[src/rtl/startup_seq_pkg.sv]
`timescale 1ns/1ps
package startup_seq_pkg;

  typedef enum logic [1:0] {
    MODE_INIT = 2'd0,
    MODE_AUTO = 2'd1,
    MODE_SOLO = 2'd2,
    MODE_HOST = 2'd3
  } op_mode_e;

  typedef enum logic [2:0] {
    ST_POR,
    ST_LOAD,
    ST_CAL,
    ST_SETTLE,
    ST_HOLD,
    ST_DRIVE
  } seq_state_e;

  typedef struct packed {
    logic       ms;
    logic       auto_pc;
    logic [2:0] duty;
    logic       cal;
  } strap_t;

  // A wait length in clock edges after division, never below one edge.
  function automatic int unsigned scaled_wait(int unsigned cyc, int unsigned div);
    int unsigned q;
    q = cyc / div;
    return (q == 0) ? 1 : q;
  endfunction

  function automatic op_mode_e pick_mode(logic auto_pc, logic [2:0] duty);
    if (auto_pc)     return MODE_AUTO;
    else if (|duty)  return MODE_SOLO;
    else             return MODE_HOST;
  endfunction

endpackage

[src/rtl/seq_wait_timer.sv]
`timescale 1ns/1ps
module seq_wait_timer #(
  parameter int unsigned CNT_W = 8,
  parameter logic [CNT_W-1:0] INIT_VAL = '0
) (
  input  logic             clk,
  input  logic             rst_n,
  input  logic             load,
  input  logic [CNT_W-1:0] load_val,
  output logic             expired
);
  logic [CNT_W-1:0] cnt;

  always_ff @(posedge clk or negedge rst_n) begin
    if (!rst_n)         cnt <= INIT_VAL;
    else if (load)      cnt <= load_val;
    else if (cnt != '0) cnt <= cnt - 1'b1;
  end

  assign expired = (cnt == '0);

  // Once run down, the counter rests at zero until reloaded.
  AST_TIMER_RESTS: assert property (@(posedge clk) disable iff (!rst_n)
    (expired && !load) |=> expired);
endmodule

[src/rtl/seq_strap_latch.sv]
`timescale 1ns/1ps
module seq_strap_latch
  import startup_seq_pkg::*;
(
  input  logic   clk,
  input  logic   rst_n,
  input  logic   capture,
  input  strap_t pins,
  output strap_t q,
  output logic   captured
);
  always_ff @(posedge clk or negedge rst_n) begin
    if (!rst_n) begin
      q        <= '0;
      captured <= 1'b0;
    end else if (capture && !captured) begin
      q        <= pins;
      captured <= 1'b1;
    end
  end

  AST_STRAPS_FROZEN: assert property (@(posedge clk) disable iff (!rst_n)
    captured |=> $stable(q));
endmodule

[src/rtl/startup_mode_seq.sv]
`timescale 1ns/1ps
module startup_mode_seq
  import startup_seq_pkg::*;
#(
  parameter int unsigned POR_CYC  = 800000,
  parameter int unsigned CAL_CYC  = 3200000,
  parameter int unsigned WAIT_DIV = 1
) (
  input  logic       clk,
  input  logic       stby_n,
  input  logic       strap_ms,
  input  logic       strap_auto,
  input  logic [2:0] strap_duty,
  input  logic       strap_cal,
  input  logic       reg_go,
  input  logic       reg_tx_on,
  input  logic       load_done,
  input  logic       cal_done,
  output logic [1:0] mode_o,
  output logic       load_req,
  output logic       cal_req,
  output logic [2:0] duty_init,
  output logic       drive_en,
  output logic       drive_start
);
  localparam int unsigned POR_N  = scaled_wait(POR_CYC, WAIT_DIV);
  localparam int unsigned CAL_N  = scaled_wait(CAL_CYC, WAIT_DIV);
  localparam int unsigned MAX_N  = (POR_N > CAL_N) ? POR_N : CAL_N;
  localparam int unsigned CNT_W  = $clog2(MAX_N + 1);
  localparam logic [CNT_W-1:0] POR_LOAD = CNT_W'(POR_N - 1);
  localparam logic [CNT_W-1:0] CAL_LOAD = CNT_W'(CAL_N - 1);

  seq_state_e state, state_nx;
  op_mode_e   mode_q;
  strap_t     pins, strap_q, eff;
  logic       captured;
  logic       expired;
  logic       timer_load;

  // Named internal events
  logic por_done;
  logic enter_drive;

  assign pins = '{ms: strap_ms, auto_pc: strap_auto, duty: strap_duty, cal: strap_cal};

  seq_strap_latch u_latch (
    .clk      (clk),
    .rst_n    (stby_n),
    .capture  (por_done),
    .pins     (pins),
    .q        (strap_q),
    .captured (captured)
  );

  seq_wait_timer #(.CNT_W(CNT_W), .INIT_VAL(POR_LOAD)) u_timer (
    .clk      (clk),
    .rst_n    (stby_n),
    .load     (timer_load),
    .load_val (CAL_LOAD),
    .expired  (expired)
  );

  assign por_done   = (state == ST_POR) && expired;
  assign eff        = por_done ? pins : strap_q;
  assign timer_load = (state == ST_CAL) && cal_done;

  always_comb begin
    state_nx = state;
    unique case (state)
      ST_POR: if (expired) begin
        if (eff.ms)         state_nx = ST_LOAD;
        else if (eff.cal)   state_nx = ST_CAL;
        else if (|eff.duty) state_nx = ST_DRIVE;
        else                state_nx = ST_HOLD;
      end
      ST_LOAD: if (load_done) begin
        if (eff.cal)        state_nx = ST_CAL;
        else if (|eff.duty) state_nx = ST_DRIVE;
        else                state_nx = ST_HOLD;
      end
      ST_CAL:    if (cal_done) state_nx = ST_SETTLE;
      ST_SETTLE: if (expired)  state_nx = (|eff.duty) ? ST_DRIVE : ST_HOLD;
      ST_HOLD:   if (reg_go)   state_nx = ST_DRIVE;
      ST_DRIVE:                state_nx = ST_DRIVE;
      default:                 state_nx = ST_POR;
    endcase
  end

  assign enter_drive = (state != ST_DRIVE) && (state_nx == ST_DRIVE);

  always_ff @(posedge clk or negedge stby_n) begin
    if (!stby_n) begin
      state       <= ST_POR;
      mode_q      <= MODE_INIT;
      drive_start <= 1'b0;
    end else begin
      state       <= state_nx;
      drive_start <= enter_drive;
      if (enter_drive) mode_q <= pick_mode(eff.auto_pc, eff.duty);
    end
  end

  assign mode_o    = mode_q;
  assign load_req  = (state == ST_LOAD);
  assign cal_req   = (state == ST_CAL);
  assign duty_init = strap_q.duty;
  assign drive_en  = (mode_q == MODE_HOST) ? reg_tx_on : (mode_q != MODE_INIT);

  AST_ONE_REQUEST: assert property (@(posedge clk) disable iff (!stby_n)
    !(load_req && cal_req));
  AST_LOAD_HELD: assert property (@(posedge clk) disable iff (!stby_n)
    (load_req && !load_done) |=> load_req);
  AST_LOAD_NEEDS_MS: assert property (@(posedge clk) disable iff (!stby_n)
    load_req |-> (captured && strap_q.ms));
  AST_CAL_HELD: assert property (@(posedge clk) disable iff (!stby_n)
    (cal_req && !cal_done) |=> cal_req);
  AST_START_PULSE: assert property (@(posedge clk) disable iff (!stby_n)
    drive_start |=> !drive_start);
  AST_MODE_FROZEN: assert property (@(posedge clk) disable iff (!stby_n)
    (mode_o != MODE_INIT) |=> $stable(mode_o));
  AST_EN_NEEDS_MODE: assert property (@(posedge clk) disable iff (!stby_n)
    drive_en |-> (mode_o != MODE_INIT));
  AST_HOLD_NEEDS_GO: assert property (@(posedge clk) disable iff (!stby_n)
    (state == ST_HOLD && !reg_go) |=> (mode_o == MODE_INIT));
endmodule

[config.mk]
export PLATFORM = sky130hd
export DESIGN_NAME = startup_mode_seq
export DESIGN_NICKNAME = d
export VERILOG_FILES = /design/src/rtl/startup_seq_pkg.sv /design/src/rtl/seq_wait_timer.sv /design/src/rtl/seq_strap_latch.sv /design/src/rtl/startup_mode_seq.sv
export SDC_FILE = /design/constraint.sdc
export NUM_CORES = 1
export LEC_CHECK = 0
export CAP_MARGIN = 10
export CELL_PAD_IN_SITES_DETAIL_PLACEMENT = 1
export CELL_PAD_IN_SITES_GLOBAL_PLACEMENT = 2
export CORE_MARGIN = 3
export CORE_UTILIZATION = 38
export DETAILED_ROUTE_END_ITERATION = 16
export PLACE_DENSITY = 0.81
export SKIP_LAST_GASP = 1
export SYNTH_ARGS = -nofsm -noshare
export SYNTH_HDL_FRONTEND = slang
export SYNTH_SLANG_ARGS = --single-unit
[constraint.sdc]
create_clock -name clk -period 6 [get_ports clk]
set_clock_uncertainty 0.2 [all_clocks]
set_input_delay 0.6 -clock clk [delete_from_list [all_inputs] [get_ports clk]]
set_output_delay 0.6 -clock clk [all_outputs]
set_load 0.01 [all_outputs]
==> reports/qor.yml <==
run_status:
  status: "finished clean"
synth:
  ys_seq_area_share_pct: 46.64
  ys_types: 48
  synth_top_family_by_area: "simple AND/OR/NAND/NOR gates"
  synth_warnings: 0
  synthCells: 184
  synth-edff-count: 0
  synth-compound-area-share_pct: 7.537
  ys.flop_type: "dfrtp_1"
  async_flop_share_pct: 100.0
  syn_area_mm2: 0.001859
  synthXorXnorAreaFrac_pct: 8.950
  syn-num-nets: 198
  synth-simple-area-share_pct: 27.19
  syn_avg_cell_area_um2: 10.10
  synthAdderAreaFrac_pct: 1.346
  ys_seq_elements: 34
  muxShareOfSynthArea_pct: 5.316
detailed_routing:
  drt_iter0_drc: 64
  wl_per_cell_um: 16.33
  routed_wl_mm: 4.426
  viasPerCell: 5.439
  drtPass1Iterations: 4
  drc: 0
  route.vias.total: 1474
  ant_nets: 0
cells_and_area:
  layout-drive-gt1-share_pct: 18.45
  mostFrequentLayoutCell: "nand2_1"
  final_nets: 219
  diodes: 0
  layout_common_cells: "22 x nand2_1, 21 x dfrtp_1, 20 x clkdlybuf4s50_1, 17 x nor2_1, 13 x dfstp_2"
  post-route-util_pct: 48.57
  layout-area-overhead-vs-synth_pct: 18.44
floorplan:
  rows: 24
  die_height_um: 75.95
  num_io_pins: 21
  die_area_mm2: 0.005768
  start_util_pct: 41.00
  die_w_um: 75.95
  core_mm2: 0.004534
timing:
  setup_viol_count_final: 0
  maxSlewHeadroom_pct: 30.97
  worstMarginPinSlew_ns: 1.033
  hold_viol: 0
  fin_tns_setup_ns: 0
  fmax_mhz: 357.1
  post-route-period-util_pct: 46.68
  final.min_clock_period_ns: 2.801
  drv_slew: 0
  rsz0062_at_grt: "false"
setup_path:
  required_ns: 5.97
  arrival_ns: 2.77
  slowest_delay_ns: 0.43
  critPathLaunchType: "flop"
  worst_setup_path_end_kind: "flop"
  path_class: "flop to flop"
  slowest_stage: "and3_1"
  cp_cell_sequence: "nor4_2 -> and4_1 -> and3_1 -> mux2i_1 -> o32ai_2 -> mux2_1"
  path_max_fanout: 6
global_route:
  gr-total-overflow: 0
  grt_max_degree: 35
  grt_pass1_wl_mm: 7.707
  track_usage_pct: 16.46
  antenna_found_initial: 0
  grt_pass1_vias: 1603
clock_tree:
  clk_pin_slew_ns: 0.07
  clockBufferDepth: 2
  cts_tree: "yes"
  post_cts_buffers: 0
  root_buffer: "clkbuf_8"
  clk_latency_ns: 0.29
  h-tree-depth: 2
  cts_num_sinks: 34
  numCtsBuffers: 5
  holdBufCountCts: 0
  cts_resized: 0
placed_design:
  port_buffers: 20
  globalplace.congestion: 0.7883
  hpwl_mm: 3.301
power:
  p_per_area_mw_per_mm2: 206.1
  p_leak_nw: 0.8038
  ir_worst_vdd_uv: 93.87
hold_path:
  hold_class: "flop to flop"
flow_run:
  cap_viol_max_count: 0
-- power breakdown --
part,leakage [nW],internal [W],switching (W)
clock network,0.0472,0.0000922,0.0000873
registers,0.372,0.000235,0.00000618
logic,0.385,0.0000175,0.0000153
-- worst paths after layout --
kind                                  start          endpoint  slack (ns)  cells after the start
max in group asynchronous            stby_n   u_timer.cnt[18]        4.73                      2
hold reg to reg            u_latch.captured  u_latch.captured        0.27                      1
hold / removal             u_latch.captured  u_latch.captured        0.27                      1
setup reg to reg            u_timer.cnt[20]         mode_o[0]        3.20                      6
min in group asynchronous            stby_n   u_timer.cnt[17]        0.52                      2
setup / recovery            u_timer.cnt[20]         mode_o[0]        3.20                      6
-- through the flow --
stage	instance area, um^2	setup WS (ns)	std cells	hold slack (ns)	power [W]
floorplan	1859	3.413	184	0.1044	0.0002578
global placement	2107	3.135	263	0.2544	0.0002779
detailed placement	2107	3.042	263	0.2583	0.0002789
CTS	2202	3.218	271	0.2780	0.0004615
global route	2202	3.037	271	0.3253	0.0004755
finish	2202	3.199	271	0.2695	0.0004538
-- logic make-up after synthesis --
| family | count (synthesis) |
|---|---|
| mux | 9 |
| compound gates | 19 |
| buf+inv | 11 |
| xor+xnor | 19 |
| simple gates | 90 |
| flops | 34 |
| fa+ha+maj | 2 |
-- worst max-delay path: cells and delay by family, from the launching register on --
kind	cells	cell delay (ns)
AND/OR/NAND/NOR	3	1.19
multiplexers	2	0.52
flip-flops	1	0.41
AO/OA/AOI/OAI	1	0.37
-- synth_stat cells (2+ instances only) --
cell type / instances / area share (%)
buf_4: 4 / 1.6
inv_1: 4 / 0.81
nor3b_1: 5 / 2.0
or4_4: 2 / 1.2
nand4_1: 4 / 1.3
nor4_2: 2 / 1.3
dfstp_2: 13 / 18
or3_1: 2 / 0.67
and3_1: 2 / 0.67
mux2_2: 5 / 3.0
nor4_1: 3 / 1.0
clkbuf_1: 3 / 0.61
mux2i_1: 2 / 1.1
nand2b_1: 3 / 1.0
a21oi_1: 4 / 1.1
dfrtp_1: 21 / 28
nand4b_1: 3 / 1.4
nand3_1: 4 / 1.1
o21ai_0: 4 / 1.1
xnor2_1: 9 / 4.2
ha_1: 2 / 1.3
nor3_1: 9 / 2.4
nand2_1: 22 / 4.4
xor2_1: 10 / 4.7
mux2_1: 2 / 1.2
nor2b_1: 2 / 0.67
nor2_1: 17 / 3.4
-- sequential cells by signal, indices dropped and copies added (netlist names) --
register,count
drive_start,1
mode_o,2
state,3
u_latch.captured,1
u_latch.q,5
u_timer.cnt,22
-- routing by layer --
layer / part of all wire, % / track usage, %
met5: 0 / 0
met4: 1.6 / 5.978
met3: 2.4 / 3.791
met2: 52 / 29.43
met1: 44 / 19.23
-- area by class of cell --
class                      instances  area, um^2
clock inverter                     2       12.51
sequential                        34       867.1
timing repair buffer              21       207.7
multi-input combinational        139       935.9
clock buffer                       6       82.58
tap                               65       81.33
inverter                           4       15.01
fill                             528        2332
(Power assumes the default switching activity.)
